**config.mk**
```make
export PLATFORM = sky130hd
export DESIGN_NAME = slot_pool_alloc
export DESIGN_NICKNAME = d
export VERILOG_FILES = /design/src/rtl/slot_pool_pkg.sv /design/src/rtl/slot_pool_ptr.sv /design/src/rtl/slot_pool_zero.sv /design/src/rtl/slot_pool_next.sv /design/src/rtl/slot_pool_alloc.sv
export SDC_FILE = /design/constraint.sdc
export NUM_CORES = 1
export LEC_CHECK = 0
export ABC_AREA = 1
export CAP_MARGIN = 20
export CORE_MARGIN = 5
export CORE_UTILIZATION = 65
export DETAILED_ROUTE_END_ITERATION = 10
export DONT_BUFFER_PORTS = 1
export GPL_TIMING_DRIVEN = 0
export PLACE_DENSITY = 0.8
export SLEW_MARGIN = 40
export SYNTH_ARGS = -nofsm -noshare
export SYNTH_HDL_FRONTEND = slang
export SYNTH_SLANG_ARGS = --single-unit
```
**constraint.sdc**
```tcl
create_clock -name clk -period 4.3 [get_ports clk]
set_input_delay 1.075 -clock clk [delete_from_list [all_inputs] [get_ports clk]]
set_output_delay 1.075 -clock clk [all_outputs]
set_load 0.01 [all_outputs]
```
**src/rtl/slot_pool_pkg.sv**
```systemverilog
package slot_pool_pkg;

  // smallest power of two not below v
  function automatic int unsigned pow2_ceil(input int unsigned v);
    int unsigned p;
    p = 1;
    for (int i = 0; i < 31; i++) begin
      if (p < v) p = p << 1;
    end
    return p;
  endfunction

  // parameter set sanity rule
  function automatic logic cfg_is_bad(input int unsigned slots,
                                      input int unsigned max_run,
                                      input int unsigned elem);
    return (elem == 0) || (max_run == 0) || (slots < max_run);
  endfunction

  // slot stride in bytes
  function automatic int unsigned stride_of(input int unsigned elem,
                                            input bit dma_round);
    return dma_round ? pow2_ceil(elem) : elem;
  endfunction

endpackage

```
**src/rtl/slot_pool_ptr.sv**
```systemverilog
module slot_pool_ptr #(
  parameter int CAP   = 13,
  parameter int IDX_W = 4,
  parameter int CNT_W = 3
) (
  input  logic             clk,
  input  logic             rst_n,
  input  logic             take,
  input  logic [CNT_W-1:0] run_len,
  output logic [IDX_W-1:0] start_slot,
  output logic [IDX_W-1:0] free_ptr
);
  logic [IDX_W-1:0] free_q;
  logic [IDX_W-1:0] room;
  logic [IDX_W-1:0] len_ext;
  logic             fits;

  assign len_ext    = IDX_W'(run_len);
  assign room       = IDX_W'(CAP) - free_q;
  assign fits       = (len_ext <= room);
  assign start_slot = fits ? free_q : '0;
  assign free_ptr   = free_q;

  always_ff @(posedge clk) begin
    if (!rst_n)     free_q <= '0;
    else if (take)  free_q <= start_slot + len_ext;
  end

  // the free pointer never passes the physical end
  a_r3_ptr_bound: assert property (@(posedge clk) disable iff (!rst_n)
    32'(free_q) <= 32'(CAP));

  // after a grant the pointer sits right after the run
  a_r4_ptr_advance: assert property (@(posedge clk) disable iff (!rst_n)
    take |=> 32'(free_q) == 32'($past(start_slot)) + 32'($past(run_len)));
endmodule

```
**src/rtl/slot_pool_zero.sv**
```systemverilog
module slot_pool_zero #(
  parameter int IDX_W = 4,
  parameter int CNT_W = 3
) (
  input  logic             clk,
  input  logic             rst_n,
  input  logic             load,
  input  logic [IDX_W-1:0] first,
  input  logic [CNT_W-1:0] len,
  output logic             busy,
  output logic             last,
  output logic [IDX_W-1:0] waddr
);
  logic [IDX_W-1:0] cur_q;
  logic [CNT_W-1:0] left_q;

  assign busy  = (left_q != '0);
  assign last  = (left_q == CNT_W'(1));
  assign waddr = cur_q;

  always_ff @(posedge clk) begin
    if (!rst_n) begin
      cur_q  <= '0;
      left_q <= '0;
    end else if (load) begin
      cur_q  <= first;
      left_q <= len;
    end else if (busy) begin
      cur_q  <= cur_q + IDX_W'(1);
      left_q <= left_q - CNT_W'(1);
    end
  end

  // clearing walks upward one slot per cycle
  a_r5_seq_writes: assert property (@(posedge clk) disable iff (!rst_n)
    busy && $past(busy) && !$past(last) |-> waddr == $past(waddr) + IDX_W'(1));
endmodule

```
**src/rtl/slot_pool_next.sv**
```systemverilog
module slot_pool_next #(
  parameter int CAP    = 13,
  parameter int IDX_W  = 4,
  parameter bit SINGLE = 1'b0
) (
  input  logic [IDX_W-1:0] q_slot,
  output logic [IDX_W-1:0] q_next,
  output logic             q_err
);
  logic [IDX_W:0] succ;

  assign succ   = {1'b0, q_slot} + (IDX_W+1)'(1);
  assign q_next = (succ >= (IDX_W+1)'(CAP)) ? '0 : succ[IDX_W-1:0];
  assign q_err  = !SINGLE || (32'(q_slot) >= 32'(CAP));

  // the answer always names a slot inside the pool
  always_comb begin
    a_r8_next_in_pool: assert (32'(q_next) < 32'(CAP) || CAP == 0);
  end
endmodule

```
**src/rtl/slot_pool_alloc.sv**
```systemverilog
module slot_pool_alloc
  import slot_pool_pkg::*;
#(
  parameter int          SLOT_COUNT = 10,
  parameter int          MAX_RUN    = 4,
  parameter int          ELEM_BYTES = 12,
  parameter bit          DMA_ROUND  = 1'b1,
  parameter int          ADDR_W     = 32,
  parameter int          DATA_W     = 32,
  parameter logic [31:0] BASE_ADDR  = 32'h0000_1000,
  localparam int CAP   = SLOT_COUNT + MAX_RUN - 1,
  localparam int IDX_W = $clog2(CAP + 1),
  localparam int CNT_W = $clog2(MAX_RUN + 2)
) (
  input  logic              clk,
  input  logic              rst_n,
  output logic              cfg_fault,
  input  logic              req_valid,
  output logic              req_ready,
  input  logic [CNT_W-1:0]  req_count,
  output logic              req_err,
  output logic              rsp_valid,
  output logic [IDX_W-1:0]  rsp_slot,
  output logic [ADDR_W-1:0] rsp_offset,
  output logic [ADDR_W-1:0] rsp_addr,
  output logic              busy,
  output logic              mem_we,
  output logic [IDX_W-1:0]  mem_waddr,
  output logic [DATA_W-1:0] mem_wdata,
  input  logic [IDX_W-1:0]  nq_slot,
  output logic [IDX_W-1:0]  nq_next,
  output logic              nq_err
);
  localparam bit          BAD    = cfg_is_bad(SLOT_COUNT, MAX_RUN, ELEM_BYTES);
  localparam int unsigned STRIDE = stride_of(ELEM_BYTES, DMA_ROUND);

  // named internal events
  logic             accept, count_ok, take, err_fire;
  logic [IDX_W-1:0] start_slot, free_ptr;
  logic             z_busy, z_last;
  logic [IDX_W-1:0] slot_q;
  logic [CNT_W-1:0] len_q;
  logic             rsp_q, err_q;

  assign cfg_fault = BAD;
  assign req_ready = !z_busy && !BAD;
  assign accept    = req_valid && req_ready;
  assign count_ok  = (req_count != '0) && (32'(req_count) <= 32'(MAX_RUN));
  assign take      = accept && count_ok;
  assign err_fire  = accept && !count_ok;

  slot_pool_ptr #(.CAP(CAP), .IDX_W(IDX_W), .CNT_W(CNT_W)) u_ptr (
    .clk(clk), .rst_n(rst_n), .take(take), .run_len(req_count),
    .start_slot(start_slot), .free_ptr(free_ptr)
  );

  slot_pool_zero #(.IDX_W(IDX_W), .CNT_W(CNT_W)) u_zero (
    .clk(clk), .rst_n(rst_n), .load(take), .first(start_slot), .len(req_count),
    .busy(z_busy), .last(z_last), .waddr(mem_waddr)
  );

  slot_pool_next #(.CAP(CAP), .IDX_W(IDX_W), .SINGLE(MAX_RUN == 1)) u_next (
    .q_slot(nq_slot), .q_next(nq_next), .q_err(nq_err)
  );

  always_ff @(posedge clk) begin
    if (!rst_n) begin
      slot_q <= '0;
      len_q  <= '0;
      rsp_q  <= 1'b0;
      err_q  <= 1'b0;
    end else begin
      if (take) begin
        slot_q <= start_slot;
        len_q  <= req_count;
      end
      rsp_q <= z_last;
      err_q <= err_fire;
    end
  end

  assign busy       = z_busy;
  assign mem_we     = z_busy;
  assign mem_wdata  = '0;
  assign rsp_valid  = rsp_q;
  assign req_err    = err_q;
  assign rsp_slot   = slot_q;
  assign rsp_offset = ADDR_W'(slot_q) * ADDR_W'(STRIDE);
  assign rsp_addr   = ADDR_W'(BASE_ADDR) + rsp_offset;

  // a reported run stays inside the physical pool
  a_r3_run_in_pool: assert property (@(posedge clk) disable iff (!rst_n)
    rsp_valid |-> 32'(rsp_slot) + 32'(len_q) <= 32'(CAP));

  // every clearing write lands inside the run being granted
  a_r5_write_in_run: assert property (@(posedge clk) disable iff (!rst_n)
    mem_we |-> (mem_waddr >= slot_q) && (32'(mem_waddr) < 32'(slot_q) + 32'(len_q)));

  // a grant is reported only right after a clearing write
  a_r5_report_after_clear: assert property (@(posedge clk) disable iff (!rst_n)
    rsp_valid |-> $past(mem_we) && !mem_we);

  // a rejected count leaves the free pointer alone
  a_r6_err_keeps_ptr: assert property (@(posedge clk) disable iff (!rst_n)
    err_fire |=> free_ptr == $past(free_ptr));

  // a rejected count starts no clearing
  a_r6_err_no_write: assert property (@(posedge clk) disable iff (!rst_n)
    err_fire && !$past(z_busy) |=> !mem_we);
endmodule

```
# Yosys cells after proc, flatten, opt, wreduce, memory -nomap -nowiden
# Cells that the tools add are included.
[totals]
word_cells = 31
in_bits = 10
reg_bits = 17
[classes]
n_reduce_logical = 9
n_addsub = 6
eq_ne = 1
n_mux = 6
n_lt_le_gt_ge = 3
[op_table]
columns = ["cell", "count"]
rows = [
  ["$mux 4", 4],
  ["$add 13x8->14 const A", 1],
  ["$mux 3", 2],
  ["$reduce_bool 3->1", 2],
  ["$add 4x1->5 const B", 1],
  ["$ge 5x4->1 const B", 1],
  ["$add 4x1->4 const B", 1],
  ["$add 4x3->4", 1],
  ["$le 3x4->1", 1],
  ["$logic_and 1x1->1", 4],
  ["$sub 4x4->4 const A", 1],
  ["$eq 3x1->1 const B", 1],
  ["$le 3x3->1 const B", 1],
  ["$sub 3x1->3 const B", 1],
  ["$logic_not 1->1", 2],
  ["$reduce_bool 2->1", 1],
]

# Logic depth before layout (Yosys ltp)
# Gate-level depths: netlist of the first run.
[depth]
word_depth = 5
ltp_mapped = 18

# Cells and area by module
# A second synthesis of the first run with hierarchy kept.
[unflattened]
hier_cells = 287
hier_area_um2 = 1985.7
[modules_own_cells]
columns = ["mod", "area_per_inst_um2", "cells_per_inst", "instances"]
rows = [
  ["slot_pool_alloc", 1021.0, 139, 1],
  ["slot_pool_zero", 417.9, 55, 1],
  ["slot_pool_ptr", 404.1, 63, 1],
  ["slot_pool_next", 142.6, 30, 1],
]

# Worst setup path after synthesis of the first run
# OpenSTA, ideal clock, no wires.
[synth_path]
path_kind = "input-to-reg"
startpoint = "in req_count[1]"
endpoint = "reg u_ptr.free_q[2] (netlist: u_ptr.free_ptr[2])"
arrival_time_ns = 2.680
path_buffers = 0
path_slack_ns = 1.501
required_time_ns = 4.181
stages = 14
path_cell_list = "ha_1 -> nand2_1 -> nand2_1 -> nand2_1 -> nand2_1 -> nand2_2 -> inv_1 -> nor2_1 -> ha_1 -> inv_1 -> fa_1 -> xnor2_1 -> o21ai_0 -> a21oi_1"
[synth_between]
elab_chain_len = 3
elab_cells_between_ends = 7
[synth_rtl]
columns = ["item", "line", "rtl"]
rows = [
  ["start, declared", "slot_pool_alloc.sv:20", "input logic [CNT_W-1:0] req_count,"],
  ["$le 3x4->1", "slot_pool_ptr.sv:20", "assign fits = (len_ext <= room);"],
  ["$mux 4", "slot_pool_ptr.sv:21", "assign start_slot = fits ? free_q : '0;"],
  ["net start_slot[0]", "slot_pool_alloc.sv:39", "logic [IDX_W-1:0] start_slot, free_ptr;"],
  ["$add 4x3->4", "slot_pool_ptr.sv:26", "else if (take) free_q <= start_slot + len_ext;"],
  ["end signal, assigned", "slot_pool_ptr.sv:26", ""],
  ["end, declared", "slot_pool_ptr.sv:13", "logic [IDX_W-1:0] free_q;"],
]
# The timed path passes the listed nets, and every way through them passes these cells.
# A chain may end at the register's enable or synchronous reset.

# Worst setup path after layout of the first run
[layout_path]
startpoint = "in nq_slot[0]"
endpoint = "out nq_next[1]"
[layout_between]
elab_chain_len = 3
[layout_rtl]
columns = ["item", "line", "rtl"]
rows = [
  ["start, declared", "slot_pool_alloc.sv:30", "input logic [IDX_W-1:0] nq_slot,"],
  ["$add 4x1->5 (*)", "slot_pool_next.sv:12", "assign succ = {1'b0, q_slot} + (IDX_W+1)'(1);"],
  ["$ge 5x4->1", "slot_pool_next.sv:13", "assign q_next = (succ >= (IDX_W+1)'(CAP)) ? '0 : succ[IDX_W-1:0];"],
  ["$mux 4 (*)", "slot_pool_next.sv:13", ""],
  ["end, declared", "slot_pool_alloc.sv:31", "output logic [IDX_W-1:0] nq_next,"],
]
# Every way passes the cells marked *; elsewhere a longest branch is shown, timed or not.

==> impl_metrics.json, run 1 <==
{
  "cts-root-buf": "clkbuf_4",
  "fmax_ghz": 0.365,
  "cts_buffers": 3,
  "die_w_um": 63.7,
  "setup_tns_ps": 0,
  "cts_hold_buf": 0,
  "die_y_um": 63.7,
  "drive_gt1_frac": 0.366,
  "clkTransAtPathRegs_ps": 100,
  "synth_top_family_by_area": "buffers and inverters",
  "core_mm2": 0.00276,
  "grt_pass1_vias": 1330,
  "async_reset_ff_frac": 0,
  "vdd_ir_drop_max_v": 0.000371,
  "drc": 0,
  "grt_first_pass_wirelength_mm": 5.60,
  "synth_edf_count": 0,
  "n_antenna_cell": 0,
  "cts_max_level": 1,
  "hold_viol": 0,
  "synth_compound_area_frac": 0.0902,
  "synth_area_leaders": "buf_4 40%, dfxtp_1 18%, ha_1 8.0%",
  "end_kind": "primary output",
  "synth_seq_cells": 17,
  "slew_violations": 0,
  "hp-class": "reg2reg",
  "totalWireLength_mm": 3.43,
  "p_leak_nw": 1.37,
  "yosysTopAreaCell": "buf_4",
  "skew_ps": 1.81,
  "grt_start_max_net_pins": 11,
  "dpl_cell_area_mm2": 0.00224,
  "status": "complete, no violations",
  "crit_path_start_kind": "input pin",
  "grt.overflow.total": 0,
  "postLayoutCellArea_mm2": 0.00227,
  "routed-via-count": 1412,
  "ys_warn_count": 0,
  "met3_usage": 0.0533,
  "synth_simple_gate_area_frac": 0.157,
  "fillers": 214,
  "grt-busiest-layer": "met2",
  "synthDistinctLibCells": 33,
  "io_pins": 125,
  "yosysMostFrequentCell": "buf_4",
  "critPathMaxStageDelay_ps": 340,
  "portBuffers": 0,
  "synth-seq-area-share": 0.182,
  "arrival_ps": 1660,
  "synthMuxAreaShare": 0,
  "syn_to_final_growth_pct": 21.2,
  "fin_crit_sh": 0.636,
  "crit_required_ps": 3220,
  "first_pass_iters": 4,
  "drtIter0Drc": 54,
  "antenna_found_initial": 0,
  "synth_area_per_cell_um2": 7.68,
  "fin_nets": 360,
  "power_density_mw_per_mm2": 363,
  "rsz0062_at_grt": "false",
  "postCtsSetupRepairBufs": 0,
  "grtUsageTotal": 0.167,
  "met2_usage": 0.297,
  "rows": 19,
  "ys.flop_type": "dfxtp_1",
  "worst-path-buf-inv": 0,
  "dp_hpwl_mm": 3.08,
  "numClockSinks": 17,
  "period_needed_ps": 2740,
  "worst_skew_pair.late_latency_ps": 290,
  "path_cells": "ha_1 > a21boi_0",
  "setup_viol": 0,
  "ctsResizeCount": 0,
  "synth_top_area_frac": 0.397,
  "wire_per_inst_um": 9.34,
  "route.antenna.remaining_nets": 0,
  "start_util": 0.679,
  "synth_commonest_cells": "99 x buf_4, 23 x nand2_1, 17 x dfxtp_1, 17 x inv_1",
  "synthCells": 244,
  "path_delay_family": "compound AO/OA/AOI/OAI gates",
  "cpMaxStageDelayCell": "a21boi_0",
  "grt_util_met1": 0.185,
  "vias_per_cell": 3.85,
  "cts_tree": "built",
  "crit_type": "in2out",
  "synth_area_mm2": 0.00187,
  "clockBufferDepth": 2,
  "place_congestion": 0.807,
  "drv_cap": 0,
  "synth-xor-area-share": 0.0234,
  "critPathMaxFanout": 3,
  "synth_adder_area_share": 0.0908,
  "dieArea_mm2": 0.00406
}
[routing by layer]
metal	wire length (µm)	part of all wire	up-vias
li1	-	-	757
met1	1200	0.35	573
met2	1800	0.52	78
met3	406	0.12	4
met4	24	0.0070	0
met5	0	0	-
[flip-flops by register name (all words and copies together) (netlist names)]
| register | count |
|---|---|
| req_err | 1 |
| rsp_slot | 4 |
| rsp_valid | 1 |
| u_ptr.free_ptr | 4 |
| u_zero.left_q | 3 |
| u_zero.waddr | 4 |
[layout make-up]
| cell class | count | area, µm² | area share |
|---|---|---|---|
| inverter | 23 | 88.8 | 0.0391 |
| clock inverter | 1 | 5.00 | 0.00221 |
| multi-input combinational | 191 | 1010 | 0.447 |
| buffer | 101 | 759 | 0.335 |
| sequential | 17 | 340 | 0.150 |
| clock buffer | 3 | 22.5 | 0.00992 |
| tap | 31 | 38.8 | 0.0171 |
[cell usage in the layout, fill, tap and decap left out, types with 2 or more instances in the layout]
master / synthesis / final
dfxtp_1: 17 / 17
inv_2: 4 / 4
o21ai_0: 5 / 5
nor2_1: 14 / 14
nand3_1: 7 / 7
clkbuf_4: 0 / 3
o21ai_1: 2 / 2
ha_1: 12 / 12
conb_1: 2 / 90
a21oi_1: 14 / 14
buf_4: 99 / 99
a211oi_2: 2 / 2
xor2_1: 2 / 2
inv_1: 17 / 17
nor2_8: 2 / 2
nand3_2: 2 / 2
nand2_2: 2 / 2
nand2_1: 23 / 23
xnor2_1: 3 / 3
[path summary, 6_finish.rpt]
kind | slack (ps) | cells past startpoint | start | endpoint
worst max register to register | 1780 | 14 | u_ptr.free_ptr[1]$_SDFFE_PN0P_ | u_ptr.free_ptr[2]$_SDFFE_PN0P_
worst min register to register | 470 | 1 | u_zero.left_q[2]$_SDFFE_PN0P_ | rsp_valid$_SDFF_PN0_
worst min-delay path | 470 | 1 | u_zero.left_q[2]$_SDFFE_PN0P_ | rsp_valid$_SDFF_PN0_
worst max-delay path | 1560 | 2 | nq_slot[0] | nq_next[1]
[report_power, final]
group | switching [mW] | internal (mW) | total, mW | leakage, nW
clock network | 0.0528 | 0.0346 | 0.0875 | 0.0177
registers | 0.0497 | 0.201 | 0.251 | 0.139
logic | 0.279 | 0.206 | 0.485 | 1.21
total | 0.382 | 0.441 | 0.823 | 1.37
[cells by family (layout without fill, tap and decap cells)]
family / Yosys count / in the layout
buffers and inverters: 124 / 128
AND/OR/NAND/NOR: 55 / 55
AO/OA/AOI/OAI: 28 / 28
flip-flops: 17 / 17
adder cells (fa/ha/maj): 13 / 13
XOR/XNOR: 5 / 5
other: 2 / 90
[through the flow]
| stage | hold WS (ps) | total power [mW] | util | setup slack (ps) | cells |
|---|---|---|---|---|---|
| 3_5_place_dp | 450 | 0.737 | 0.813 | 1370 | 363 |
| 4_1_cts | 480 | 0.824 | 0.823 | 1560 | 367 |
| 5_1_grt | 493 | 0.909 | 0.823 | 1510 | 367 |
| 3_3_place_gp | 450 | 0.723 | 0.813 | 1410 | 363 |
| 6_report | 473 | 0.823 | 0.823 | 1560 | 367 |
| 2_1_floorplan | 435 | 0.672 | - | 1500 | 332 |
Note: power is estimated with default switching activity, not from simulation.
==> run 2, diff against run 1 <==
--- a/config.mk
+++ b/config.mk
@@ -5,14 +5,14 @@
 export SDC_FILE = /design/constraint.sdc
 export NUM_CORES = 1
 export LEC_CHECK = 0
-export ABC_AREA = 1
+export ABC_AREA = 0
 export CAP_MARGIN = 20
 export CORE_MARGIN = 5
-export CORE_UTILIZATION = 65
+export CORE_UTILIZATION = 64
 export DETAILED_ROUTE_END_ITERATION = 10
 export DONT_BUFFER_PORTS = 1
 export GPL_TIMING_DRIVEN = 0
-export PLACE_DENSITY = 0.8
+export PLACE_DENSITY = 0.79
 export SLEW_MARGIN = 40
 export SYNTH_ARGS = -nofsm -noshare
 export SYNTH_HDL_FRONTEND = slang
==> constraint.sdc (replaced) <==
create_clock -name clk -period 2.55 [get_ports clk]
set_input_delay 0.6375 -clock clk [delete_from_list [all_inputs] [get_ports clk]]
set_output_delay 0.6375 -clock clk [all_outputs]
set_load 0.01 [all_outputs]
==> impl_metrics.json, run 2 <==
{
  "met3_usage": 0.0604,
  "synth_commonest_cells": "99 x buf_4, 17 x dfxtp_1, 17 x nand2_1",
  "layout_common_cells": "104 x buf_4, 90 x conb_1, 16 x nand2_1, 15 x dfxtp_1",
  "grt.overflow.total": 0,
  "grt_util_met1": 0.179,
  "crit_top_cell": "ha_4",
  "hp-class": "in2reg",
  "drc": 0,
  "hold_ws_ps": 463,
  "skew_ps": 2.64,
  "antenna_found_initial": 0,
  "synth_area_per_cell_um2": 8.10,
  "synth_top_area_frac": 0.409,
  "grt-busiest-layer": "met2",
  "synth_area_mm2": 0.00182,
  "met2_usage": 0.338,
  "synthDistinctLibCells": 39,
  "setup_tns_ps": 0,
  "numClockSinks": 17,
  "power_density_mw_per_mm2": 560,
  "path_cells": "ha_4 > ha_4 > a21oi_1 > a211o_4 > and2_4 > ha_4 > a21oi_2 > a211o_2 > o32a_1 > o211ai_2",
  "mostFrequentLayoutCell": "buf_4",
  "async_reset_ff_frac": 0,
  "drtIter0Drc": 37,
  "r2r_slack_ps": 70,
  "p_leak_nw": 1.32,
  "first_pass_iters": 4,
  "ys_warn_count": 0,
  "fillers": 167,
  "arrival_ps": 2710,
  "r2r_cells": 10,
  "io_pins": 125,
  "dieArea_mm2": 0.00400,
  "reg2reg_from": "u_ptr.free_ptr[1]$_SDFFE_PN0P_",
  "fin_nets": 345,
  "crit_required_ps": 2790,
  "holdPathEnd": "req_err$_SDFF_PN0_",
  "synth-seq-area-share": 0.187,
  "cts_tree": "built",
  "place_congestion": 0.764,
  "final_util": 0.845,
  "status": "complete, no violations",
  "die_w_um": 63.3,
  "start_util": 0.664,
  "critPathMaxStageDelay_ps": 380,
  "crit_path_start_kind": "flip-flop",
  "dp.cells": 343,
  "hold_viol": 0,
  "synth_seq_cells": 17,
  "yosysMostFrequentCell": "buf_4",
  "die_y_um": 63.3,
  "end_kind": "flip-flop",
  "cts_hold_buf": 0,
  "core_mm2": 0.00273,
  "vias_per_cell": 4.22,
  "rsz0062_at_grt": "false",
  "synth_edf_count": 0,
  "vdd_ir_drop_max_v": 0.000714,
  "crit_type": "reg2reg",
  "fin_crit_sh": 0.972,
  "timing.rr.end": "u_ptr.free_ptr[3]$_SDFFE_PN0P_",
  "yosysTopAreaCell": "buf_4",
  "slew_violations": 0,
  "clockBufferDepth": 2,
  "holdCritStartpoint": "req_valid",
  "fmax_ghz": 0.404,
  "portBuffers": 0,
  "report.power.total_mw": 1.29,
  "n_antenna_cell": 0,
  "setup_viol": 0,
  "period_needed_ps": 2480,
  "rows": 19,
  "synthCells": 224,
  "dp_hpwl_mm": 3.11,
  "stdcell_count": 352,
  "grt_start_max_net_pins": 11,
  "wire_per_inst_um": 10.8,
  "grtUsageTotal": 0.180,
  "route.antenna.remaining_nets": 0,
  "holdPathStages": 2,
  "ys.flop_type": "dfxtp_1",
  "grt_first_pass_wirelength_mm": 6.00,
  "synth_area_leaders": "buf_4 41%, dfxtp_1 19%, ha_1 8.3%",
  "totalWireLength_mm": 3.81,
  "clkTransAtPathRegs_ps": 100,
  "cts-root-buf": "clkbuf_4",
  "syn_to_final_growth_pct": 27.2,
  "cpMaxStageDelayCell": "a211o_4",
  "worst_skew_pair.late_latency_ps": 300,
  "drv_cap": 0,
  "grt_pass1_vias": 1474,
  "routed-via-count": 1487,
  "critPathMaxFanout": 5,
  "cts_max_level": 1,
  "cts_buffers": 3,
  "drive_gt1_frac": 0.402
}
-- run 2: cell count changes in the layout (fill, tap and decap cells not counted), moves of 5 or more --
cell,delta
nor2_1,-10
inv_1,-7
nand2_1,-7
buf_4,+5
nand4_1,+5
-- run 2: how the worst max path moves through the flow --
| stage | startpoint | to | cells past startpoint |
|---|---|---|---|
| after floorplan | req_count[2] | u_ptr.free_ptr[3]$_SDFFE_PN0P_ | 9 |
| after detailed placement | req_count[2] | u_ptr.free_ptr[3]$_SDFFE_PN0P_ | 9 |
| after CTS | u_ptr.free_ptr[2]$_SDFFE_PN0P_ | u_ptr.free_ptr[3]$_SDFFE_PN0P_ | 10 |
| after global routing | u_ptr.free_ptr[1]$_SDFFE_PN0P_ | u_ptr.free_ptr[3]$_SDFFE_PN0P_ | 10 |
| after global placement | req_count[2] | u_ptr.free_ptr[3]$_SDFFE_PN0P_ | 9 |
| final | u_ptr.free_ptr[1]$_SDFFE_PN0P_ | u_ptr.free_ptr[3]$_SDFFE_PN0P_ | 10 |
-- run 2: logic make-up after synthesis --
group           count (synthesis)  synth area share
compound gates                 28             0.103
buf+inv                       115             0.458
simple gates                   43             0.121
fa+ha+maj                      13            0.0937
xor+xnor                        3            0.0145
other cells                     2           0.00414
mux                             3            0.0179
flops                          17             0.187
-- run 2: cell type report --
class / instances / area, µm² / share of cell area
tap: 31 / 38.8 / 0.0168
multi-input combinational: 180 / 1030 / 0.446
timing repair buffer: 5 / 37.5 / 0.0163
inverter: 12 / 57.6 / 0.0249
sequential: 17 / 343 / 0.148
buffer: 103 / 774 / 0.335
clock buffer: 3 / 22.5 / 0.00975
clock inverter: 1 / 5.00 / 0.00217
-- run 2: critical path: cells and delay by family (launching register included) --
family                     cells  cell delay [ps]
AOI/OAI and AO/OA              6             1100
DFF                            1              350
and+or+nand+nor                1              180
adders and majority gates      3              780
-- run 2: where the power goes --
| part | switching (mW) | total (mW) | internal (mW) | leakage (nW) |
|---|---|---|---|---|
| Sequential | 0.0667 | 0.392 | 0.325 | 0.140 |
| Clock | 0.0897 | 0.148 | 0.0586 | 0.0177 |
| Combinational | 0.401 | 0.754 | 0.353 | 1.17 |
-- run 2: through the flow --
step / area [µm²] / worst slack (ps)
global route: 2310 / 5.41
detailed placement: 2200 / -78.8
finish: 2310 / 72.6
CTS: 2290 / 43.9
floorplan: 2160 / 9.11
global placement: 2200 / -57.0
-- run 2: metal layers --
| layer | routed length [µm] | part of all wire |
|---|---|---|
| met5 | 0 | 0 |
| met4 | 76 | 0.020 |
| met3 | 434 | 0.11 |
| met2 | 2030 | 0.53 |
| met1 | 1270 | 0.33 |
-- run 2: timing repair --
action | in CTS | in global routing
setup endpoints to repair | 1 | 1
gates resized for setup | 4 | 4
cloned | 0 | 0
pin swaps | 1 | 3
hold endpoints to repair | 0 | 0
setup buffers | 4 | 1
==> run 3, diff against run 2 <==
--- a/config.mk
+++ b/config.mk
@@ -8,11 +8,12 @@
 export ABC_AREA = 0
 export CAP_MARGIN = 20
 export CORE_MARGIN = 5
-export CORE_UTILIZATION = 64
+export CORE_UTILIZATION = 50
 export DETAILED_ROUTE_END_ITERATION = 10
 export DONT_BUFFER_PORTS = 1
+export GPL_ROUTABILITY_DRIVEN = 0
 export GPL_TIMING_DRIVEN = 0
-export PLACE_DENSITY = 0.79
+export PLACE_DENSITY = 0.64
 export SLEW_MARGIN = 40
 export SYNTH_ARGS = -nofsm -noshare
 export SYNTH_HDL_FRONTEND = slang
==> impl_metrics.json, run 3 (synthesized netlist as in run 2, its figures left out) <==
{
  "grt_pass1_vias": 1261,
  "grt_first_pass_wirelength_mm": 5.61,
  "vdd_ir_drop_max_v": 0.000243,
  "critPathMaxStageDelay_ps": 380,
  "numClockSinks": 17,
  "fin_crit_sh": 0.975,
  "path_cells": "ha_4 > ha_4 > and3_1 > a211o_4 > and2_4 > ha_4 > nand3_2 > and2_4 > o32a_1 > o211ai_2",
  "period_needed_ps": 2490,
  "grt_start_max_net_pins": 11,
  "die_y_um": 70.3,
  "cts_tree": "built",
  "setup_tns_ps": 0,
  "worst_skew_pair.late_latency_ps": 290,
  "drive_gt1_frac": 0.402,
  "holdCritStartpoint": "u_zero.left_q[2]$_SDFFE_PN0P_",
  "r2r_slack_ps": 60,
  "wire_per_inst_um": 9.95,
  "hold_viol": 0,
  "hp-class": "reg2reg",
  "fillers": 312,
  "drtIter0Drc": 62,
  "dieArea_mm2": 0.00494,
  "status": "complete, no violations",
  "fmax_ghz": 0.402,
  "dp_hpwl_mm": 3.01,
  "antenna_found_initial": 0,
  "syn_to_final_growth_pct": 28.5,
  "rows": 21,
  "portBuffers": 0,
  "crit_end": "u_ptr.free_ptr[3]$_SDFFE_PN0P_",
  "reg2reg_from": "u_ptr.free_ptr[2]$_SDFFE_PN0P_",
  "drv_cap": 0,
  "grtUsageTotal": 0.137,
  "start_util": 0.532,
  "core_mm2": 0.00342,
  "grt.overflow.total": 0,
  "timing.rr.end": "u_ptr.free_ptr[3]$_SDFFE_PN0P_",
  "rsz0062_at_grt": "true",
  "critPathMaxFanout": 4,
  "setup_viol": 0,
  "crit_start": "u_ptr.free_ptr[2]$_SDFFE_PN0P_",
  "routed-via-count": 1382,
  "end_kind": "flip-flop",
  "cts-root-buf": "clkbuf_4",
  "postLayoutCellArea_mm2": 0.00233,
  "route.antenna.remaining_nets": 0,
  "stdcell_count": 367,
  "drc": 0,
  "first_pass_iters": 4,
  "totalWireLength_mm": 3.65,
  "die_w_um": 70.3,
  "clockBufferDepth": 2,
  "p_leak_nw": 1.32,
  "dp.cells": 358,
  "crit_required_ps": 2780,
  "cts_max_level": 1,
  "fin_nets": 345,
  "hold_ws_ps": 462,
  "crit_type": "reg2reg",
  "r2r_cells": 10,
  "crit_top_cell": "ha_4",
  "power_density_mw_per_mm2": 548,
  "clkTransAtPathRegs_ps": 100,
  "layout_common_cells": "104 x buf_4, 90 x conb_1, 16 x nand2_1, 15 x dfxtp_1",
  "skew_ps": 0.913,
  "mostFrequentLayoutCell": "buf_4",
  "cts_buffers": 3,
  "io_pins": 125,
  "slew_violations": 0,
  "vias_per_cell": 3.77,
  "dpl_cell_area_mm2": 0.00222,
  "n_antenna_cell": 0,
  "crit_path_start_kind": "flip-flop",
  "cpMaxStageDelayCell": "dfxtp_4",
  "arrival_ps": 2710
}
## run 3: cell counts in the layout (fill, tap and decap cells not counted)
Identical to the previous run, type by type.
## run 3: how the worst min path moves through the flow
stage	to	depth (start not counted)
2_1_floorplan	rsp_valid$_SDFF_PN0_	1
3_3_place_gp	rsp_valid$_SDFF_PN0_	1
3_5_place_dp	rsp_valid$_SDFF_PN0_	1
4_1_cts	req_err$_SDFF_PN0_	2
5_1_grt	req_err$_SDFF_PN0_	2
6_report	rsp_valid$_SDFF_PN0_	1
## run 3: cell type report
class                      instances  area, µm²  area share
multi-input combinational        180       1030       0.442
buffer                           103        774       0.332
sequential                        17        348       0.149
inverter                          12       57.6      0.0247
tap                               46       57.6      0.0247
timing repair buffer               5       37.5      0.0161
clock buffer                       3       22.5     0.00965
clock inverter                     1       5.00     0.00214
## run 3: timing repair
action | in CTS | in global routing
hold buffers | 0 | 0
pin swaps | 1 | 7
gates resized for setup | 4 | 6
gates cloned | 0 | 0
setup endpoints to repair | 1 | 1
setup buffers | 1 | 4
## run 3: worst max-delay path: cells and delay by family, from the launching register on
family / cells / cell delay, ps
DFF: 1 / 380
adders and majority gates: 3 / 760
AOI/OAI and AO/OA: 3 / 720
and+or+nand+nor: 4 / 570
## run 3: stage by stage
step                setup slack, ps  power, mW   util
detailed placement            -79.7       1.07  0.650
finish                         63.2       1.28  0.683
global placement              -56.6       1.06  0.650
CTS                            54.8       1.24  0.668
global route                  -21.3       1.39  0.683
floorplan                      9.11      0.983      -
## run 3: layer usage
| layer | GRT usage | wire length (µm) |
|---|---|---|
| met1 | 0.143 | 1230 |
| met2 | 0.229 | 1850 |
| met3 | 0.0789 | 535 |
| met4 | 0.0489 | 35 |
| met5 | 0 | 0 |
## run 3: power by group
group / leakage, nW / switching [mW] / internal [mW]
sequential: 0.140 / 0.0657 / 0.326
combinational: 1.16 / 0.388 / 0.355
clock: 0.0177 / 0.0863 / 0.0583
